--- src/rtl/gpio_irq_pkg.sv ---
package gpio_irq_pkg;
    localparam int NPINS  = 32;
    localparam int HALF   = NPINS / 2;
    localparam int CFG_W  = 2 * NPINS;
    localparam int ADDR_W = 6;
    localparam int NREGS  = 8;

    typedef enum logic [2:0] {
        REG_DATA   = 3'd0,
        REG_DIR    = 3'd1,
        REG_STAT   = 3'd2,
        REG_CFG_LO = 3'd3,
        REG_CFG_HI = 3'd4,
        REG_MASK   = 3'd5,
        REG_FLAG   = 3'd6,
        REG_BOTH   = 3'd7
    } reg_sel_e;

    typedef enum logic [1:0] {
        TRIG_LOW  = 2'b00,
        TRIG_HIGH = 2'b01,
        TRIG_RISE = 2'b10,
        TRIG_FALL = 2'b11
    } trig_mode_e;
endpackage

--- src/rtl/gpio_sync2.sv ---
module gpio_sync2 #(
    parameter int W = 32
) (
    input  logic         clk,
    input  logic         rst_n,
    input  logic [W-1:0] d_async,
    output logic [W-1:0] q_sync
);
    logic [W-1:0] stage1;
    logic [W-1:0] stage2;

    always_ff @(posedge clk or negedge rst_n) begin
        if (!rst_n) begin
            stage1 <= '0;
            stage2 <= '0;
        end else begin
            stage1 <= d_async;
            stage2 <= stage1;
        end
    end

    assign q_sync = stage2;
endmodule

--- src/rtl/gpio_trig_detect.sv ---
module gpio_trig_detect
    import gpio_irq_pkg::*;
#(
    parameter int N = NPINS
) (
    input  logic [N-1:0]   smp,
    input  logic [N-1:0]   prev,
    input  logic [N-1:0]   dir,
    input  logic [2*N-1:0] cfg,
    input  logic [N-1:0]   both,
    output logic [N-1:0]   set_vec
);
    for (genvar p = 0; p < N; p++) begin : g_pin
        trig_mode_e mode;
        logic       mode_hit;
        logic       any_edge;

        assign mode     = trig_mode_e'(cfg[2*p +: 2]);
        assign any_edge = smp[p] ^ prev[p];

        always_comb begin
            mode_hit = 1'b0;
            unique case (mode)
                TRIG_LOW:  mode_hit = ~smp[p];
                TRIG_HIGH: mode_hit = smp[p];
                TRIG_RISE: mode_hit = smp[p] & ~prev[p];
                TRIG_FALL: mode_hit = ~smp[p] & prev[p];
            endcase
        end

        // output pins never raise a flag
        assign set_vec[p] = ~dir[p] & (both[p] ? any_edge : mode_hit);
    end
endmodule

--- src/rtl/gpio_irq_merge.sv ---
module gpio_irq_merge
    import gpio_irq_pkg::*;
#(
    parameter int N     = NPINS,
    parameter bit SPLIT = 1'b0
) (
    input  logic [N-1:0] flags,
    input  logic [N-1:0] mask,
    output logic [1:0]   irq
);
    localparam int H = N / 2;

    logic [N-1:0] live;
    assign live = flags & mask;

    if (SPLIT) begin : g_split
        assign irq[0] = |live[H-1:0];
        assign irq[1] = |live[N-1:H];
    end else begin : g_single
        assign irq[0] = |live;
        assign irq[1] = 1'b0;
    end
endmodule

--- src/rtl/gpio_irq_ctrl.sv ---
module gpio_irq_ctrl
    import gpio_irq_pkg::*;
#(
    parameter bit SPLIT_IRQ     = 1'b0,
    parameter bit HAS_BOTH_EDGE = 1'b1
) (
    input  logic              clk,
    input  logic              rst_n,
    input  logic              bus_wr,
    input  logic [ADDR_W-1:0] bus_addr,
    input  logic [31:0]       bus_wdata,
    output logic [31:0]       bus_rdata,
    input  logic [NPINS-1:0]  pin_in,
    output logic [NPINS-1:0]  pin_out,
    output logic [NPINS-1:0]  pin_oe,
    output logic [1:0]        irq
);
    logic [NPINS-1:0] dr_q;
    logic [NPINS-1:0] dir_q;
    logic [CFG_W-1:0] cfg_q;
    logic [NPINS-1:0] mask_q;
    logic [NPINS-1:0] flag_q;
    logic [NPINS-1:0] esel_q;
    logic [NPINS-1:0] prev_q;
    logic [NPINS-1:0] smp;
    logic [NPINS-1:0] set_vec;
    logic [NPINS-1:0] clr_vec;
    logic [NREGS-1:0] wr_en;
    logic             word_ok;
    reg_sel_e         sel;
    logic [31:0]      rd_val;

    // address decode: word-aligned offsets inside the 32-byte window only
    assign word_ok = (bus_addr[1:0] == 2'b00) && ((bus_addr >> 5) == '0);
    assign sel     = reg_sel_e'(bus_addr[4:2]);

    always_comb begin
        wr_en = '0;
        if (bus_wr && word_ok) begin
            wr_en[sel] = 1'b1;
        end
    end

    assign clr_vec = wr_en[REG_FLAG] ? bus_wdata : '0;

    gpio_sync2 #(.W(NPINS)) u_sync (
        .clk     (clk),
        .rst_n   (rst_n),
        .d_async (pin_in),
        .q_sync  (smp)
    );

    gpio_trig_detect #(.N(NPINS)) u_detect (
        .smp     (smp),
        .prev    (prev_q),
        .dir     (dir_q),
        .cfg     (cfg_q),
        .both    (esel_q),
        .set_vec (set_vec)
    );

    gpio_irq_merge #(.N(NPINS), .SPLIT(SPLIT_IRQ)) u_merge (
        .flags (flag_q),
        .mask  (mask_q),
        .irq   (irq)
    );

    always_ff @(posedge clk or negedge rst_n) begin
        if (!rst_n) begin
            dr_q   <= '0;
            dir_q  <= '0;
            cfg_q  <= '0;
            mask_q <= '0;
            flag_q <= '0;
            prev_q <= '0;
        end else begin
            if (wr_en[REG_DATA])   dr_q             <= bus_wdata;
            if (wr_en[REG_DIR])    dir_q            <= bus_wdata;
            if (wr_en[REG_CFG_LO]) cfg_q[31:0]      <= bus_wdata;
            if (wr_en[REG_CFG_HI]) cfg_q[63:32]     <= bus_wdata;
            if (wr_en[REG_MASK])   mask_q           <= bus_wdata;
            // a new detection wins over a clear in the same cycle
            flag_q <= (flag_q & ~clr_vec) | set_vec;
            prev_q <= smp;
        end
    end

    if (HAS_BOTH_EDGE) begin : g_both
        always_ff @(posedge clk or negedge rst_n) begin
            if (!rst_n) begin
                esel_q <= '0;
            end else if (wr_en[REG_BOTH]) begin
                esel_q <= bus_wdata;
            end
        end
    end else begin : g_no_both
        assign esel_q = '0;
    end

    always_comb begin
        rd_val = '0;
        if (word_ok) begin
            unique case (sel)
                REG_DATA:   rd_val = (dr_q & dir_q) | (smp & ~dir_q);
                REG_DIR:    rd_val = dir_q;
                REG_STAT:   rd_val = smp & ~dir_q;
                REG_CFG_LO: rd_val = cfg_q[31:0];
                REG_CFG_HI: rd_val = cfg_q[63:32];
                REG_MASK:   rd_val = mask_q;
                REG_FLAG:   rd_val = flag_q;
                REG_BOTH:   rd_val = esel_q;
            endcase
        end
    end

    assign bus_rdata = rd_val;
    assign pin_oe    = dir_q;
    assign pin_out   = dr_q & dir_q;
endmodule

--- config.mk ---
export PLATFORM = sky130hd
export DESIGN_NAME = gpio_irq_ctrl
export DESIGN_NICKNAME = d
export VERILOG_FILES = /design/src/rtl/gpio_irq_pkg.sv /design/src/rtl/gpio_sync2.sv /design/src/rtl/gpio_trig_detect.sv /design/src/rtl/gpio_irq_merge.sv /design/src/rtl/gpio_irq_ctrl.sv
export SDC_FILE = /design/constraint.sdc
export NUM_CORES = 1
export LEC_CHECK = 0
export ABC_AREA = 1
export BUFFER_PORTS_ARGS = -buffer_cell sky130_fd_sc_hd__buf_2
export CAP_MARGIN = 40
export CORE_UTILIZATION = 55
export CTS_CLUSTER_SIZE = 16
export DETAILED_ROUTE_END_ITERATION = 8
export PLACE_DENSITY = 0.75
export SYNTH_ARGS = -nofsm -noshare
export SYNTH_HDL_FRONTEND = slang
export SYNTH_SLANG_ARGS = --single-unit
export TNS_END_PERCENT = 50
--- constraint.sdc ---
create_clock -name clk -period 2.9 [get_ports clk]
set_input_delay 0.29 -clock clk [delete_from_list [all_inputs] [get_ports clk]]
set_output_delay 0.29 -clock clk [all_outputs]
set_load 0.02 [all_outputs]
==> impl_metrics.csv <==
group,metric,value,unit
grt,antenna_found_initial,0,
final_layout,stdcell_count,2762,
place,dp_worst_setup_slack,0.564,ns
place,port_buffers,169,
floorplan,die_area,0.0310,mm²
setup_path,cp.arrival,2.14,ns
grt,grt_pass1_vias,15600,
grt,grt_use_total,0.351,
power_and_ir_drop,power.density,636,mW/mm²
cts,clkSlewWorstSetupHoldPaths,0.06,ns
detailed_routing,drt-total-wl,53.9,mm
timing,finalSetupViolations,0,
setup_path,cp-end-kind,"output pin",
timing,fin_ws,0.468,ns
power_and_ir_drop,leakagePower,0.0104,µW
power_and_ir_drop,peakVddDrop,0.442,mV
min_path,worstHoldStart,"bus_wdata[27]",
detailed_routing,initialDrtViolationCount,2018,
grt,grt_first_pass_wirelength,84.8,mm
yosys,synth_seq_cells,320,
yosys,synth_area_per_cell,7.68,µm²
run,maxCapViolCount,0,
cts,h-tree-depth,2,
floorplan,die_h,176,µm
timing,finalHoldViolCount,0,
yosys,netlist_area,0.0167,mm²
yosys,synth_nets,2308,
setup_path,path_cells,"buf_2 > inv_2 > nand2_2 > buf_4 > o21ai_0 > a21oi_1 > buf_2",
floorplan,die_width,176,µm
timing,fmax,411,MHz
cts,cts_tree,"yes",
place,place_congestion,0.923,
yosys,synth_cells,2171,
place,dp_cells,2666,
detailed_routing,vias_per_cell,5.91,
yosys,synth_top_area_share,0.480,
cts,root_buffer,"clkbuf_16",
yosys,yosysTopAreaCell,"dfrtp_1",
detailed_routing,dr_total_vias,16300,
timing,fin_skew,0.0186,ns
timing,tns,0,ns
cts,cts.path.max_buffers,3,
grt,grt_max_degree,85,
final_layout,final_cell_mix,"611 x nand2_1, 320 x dfrtp_1, 240 x o21ai_0, 237 x inv_1, 208 x nand3_1",
setup_path,cp_max_fo,35,
cts,cts_buffers,36,
detailed_routing,ant_nets,0,
final_layout,drive_gt1_frac,0.122,
setup_path,cpPeakStageDelay,0.38,ns
cts,postCtsSetupBuffers,0,
setup_path,cp-startpoint,"bus_addr[2]",
setup_path,cpMostUsedCell,"buf_2",
min_path,min_path_type,"in -> reg",
yosys,ys_seq_area_frac,0.480,
timing,maxSlewViolCount,0,
yosys,ys_warn_count,0,
yosys,synth_cell_type_count,24,
timing,rsz0062_at_grt,"no",
floorplan,core_region_area,0.0297,mm²
floorplan,pin_count,171,
detailed_routing,wl_per_cell,19.5,µm
floorplan,start_util,0.561,
final_layout,area_delta_synth_final,17.3,%
setup_path,worstPathRequired,2.61,ns
yosys,synth_area_leaders,"dfrtp_1 48%, nand2_1 14%, o21ai_0 7.2%",
detailed_routing,drcViolationCount,0,
setup_path,crit_buf_inv,4,
setup_path,crit_type,"in -> out",
timing,worstMarginPinSlew,0.810,ns
place,dp_hpwl,35.6,mm
setup_path,rr_startpoint,"u_sync.q_sync[16]",
timing,relSlewSlack,0.460,
floorplan,rows,63,
setup_path,crit_family,"buffers and inverters",
status,status,"complete, no violations",
cts,cts.sinks,320,
cts,hold_buffers,33,
final_layout,final_common_cell,"nand2_1",
setup_path,critPathLaunchType,"input pin",
setup_path,crit_slowest_cell,"buf_4",
grt,grt_remaining_overflow,0,
cts,clock_latency,0.53,ns
final_layout,nets,2484,
timing,fin_crit_sh,0.838,
detailed_routing,drtPass1Iterations,6,
cts,cts.repair.resized,0,
final_layout,fillers,2452,
timing,min_period,2.43,ns
per-layer routing:
| metal | track usage | routed length, µm |
|---|---|---|
| met1 | 0.484 | 22000 |
| met2 | 0.538 | 23900 |
| met3 | 0.0708 | 5830 |
| met4 | 0.150 | 2200 |
| met5 | 0 | 0 |
flip-flops by register name, summed over array words and instances, names as in the netlist:
| register | cells |
|---|---|
| dr_q | 32 |
| mask_q | 32 |
| pin_oe | 32 |
| esel_q | 32 |
| prev_q | 32 |
| u_sync.q_sync | 32 |
| flag_q | 32 |
| cfg_q | 64 |
| u_sync.stage1 | 32 |
final timing paths:
path,endpoint,slack (ns),depth (start not counted)
max in group asynchronous,cfg_q[34],1.70,3
worst max register to register,flag_q[16],1.65,6
worst min-delay path,pin_oe[27],0.09,3
worst max-delay path,bus_rdata[13],0.47,7
min in group asynchronous,u_sync.stage1[4],0.38,2
worst min register to register,u_sync.q_sync[5],0.34,0
through the flow:
stage	hold WS [ns]	utilization	power (µW)	instance area (µm²)
final	0.0863	0.659	12400	19600
after global routing	0.0912	0.658	13000	19600
after CTS	0.0767	0.658	12400	19600
after detailed placement	0.335	0.605	7560	18000
after global placement	0.332	0.605	7480	18000
after floorplan	-0.00559	-	6700	16700
area by class of cell:
class                           count  area (µm²)  area share
Sequential cell                   320        8010       0.409
Multi-Input combinational cell   1501        7240       0.370
Timing Repair Buffer              246        1660      0.0846
Clock buffer                       54        1110      0.0568
Inverter                          242         908      0.0464
Tap cell                          390         488      0.0249
Clock inverter                      8         155     0.00793
Antenna cell                        1        2.50    0.000128
tightest hold or removal path, cell delays in order:
cell	delay [ns]
buf_2	0.15
nand2_1	0.08
nand2_1	0.05
cells by family after synthesis:
group,count (synthesis),synth area share
adder cells (fa/ha/maj),64,0.0480
buffers and inverters,350,0.0863
flip-flops,320,0.480
other,1,0.000225
AO/OA/AOI/OAI,324,0.0972
AND/OR/NAND/NOR,1112,0.288
where the power goes:
group / switching, µW / internal (µW)
clock: 1850 / 3000
combinational: 1360 / 689
sequential: 547 / 5000
total: 3750 / 8690
synth_stat cells:
cell type	number
a21oi_1	46
buf_1	1
buf_2	54
buf_4	14
clkbuf_1	35
clkbuf_2	4
conb_1	1
dfrtp_1	320
ha_1	64
inv_1	237
inv_2	5
nand2_1	612
nand2_2	1
nand2_4	1
nand3_1	208
nand3_2	2
nand4_1	114
nor2_1	163
nor2_2	2
nor2_4	7
nor3_1	1
nor3_2	1
o21ai_0	240
o21ai_1	38
Note: power is estimated with default switching activity, not from simulation.
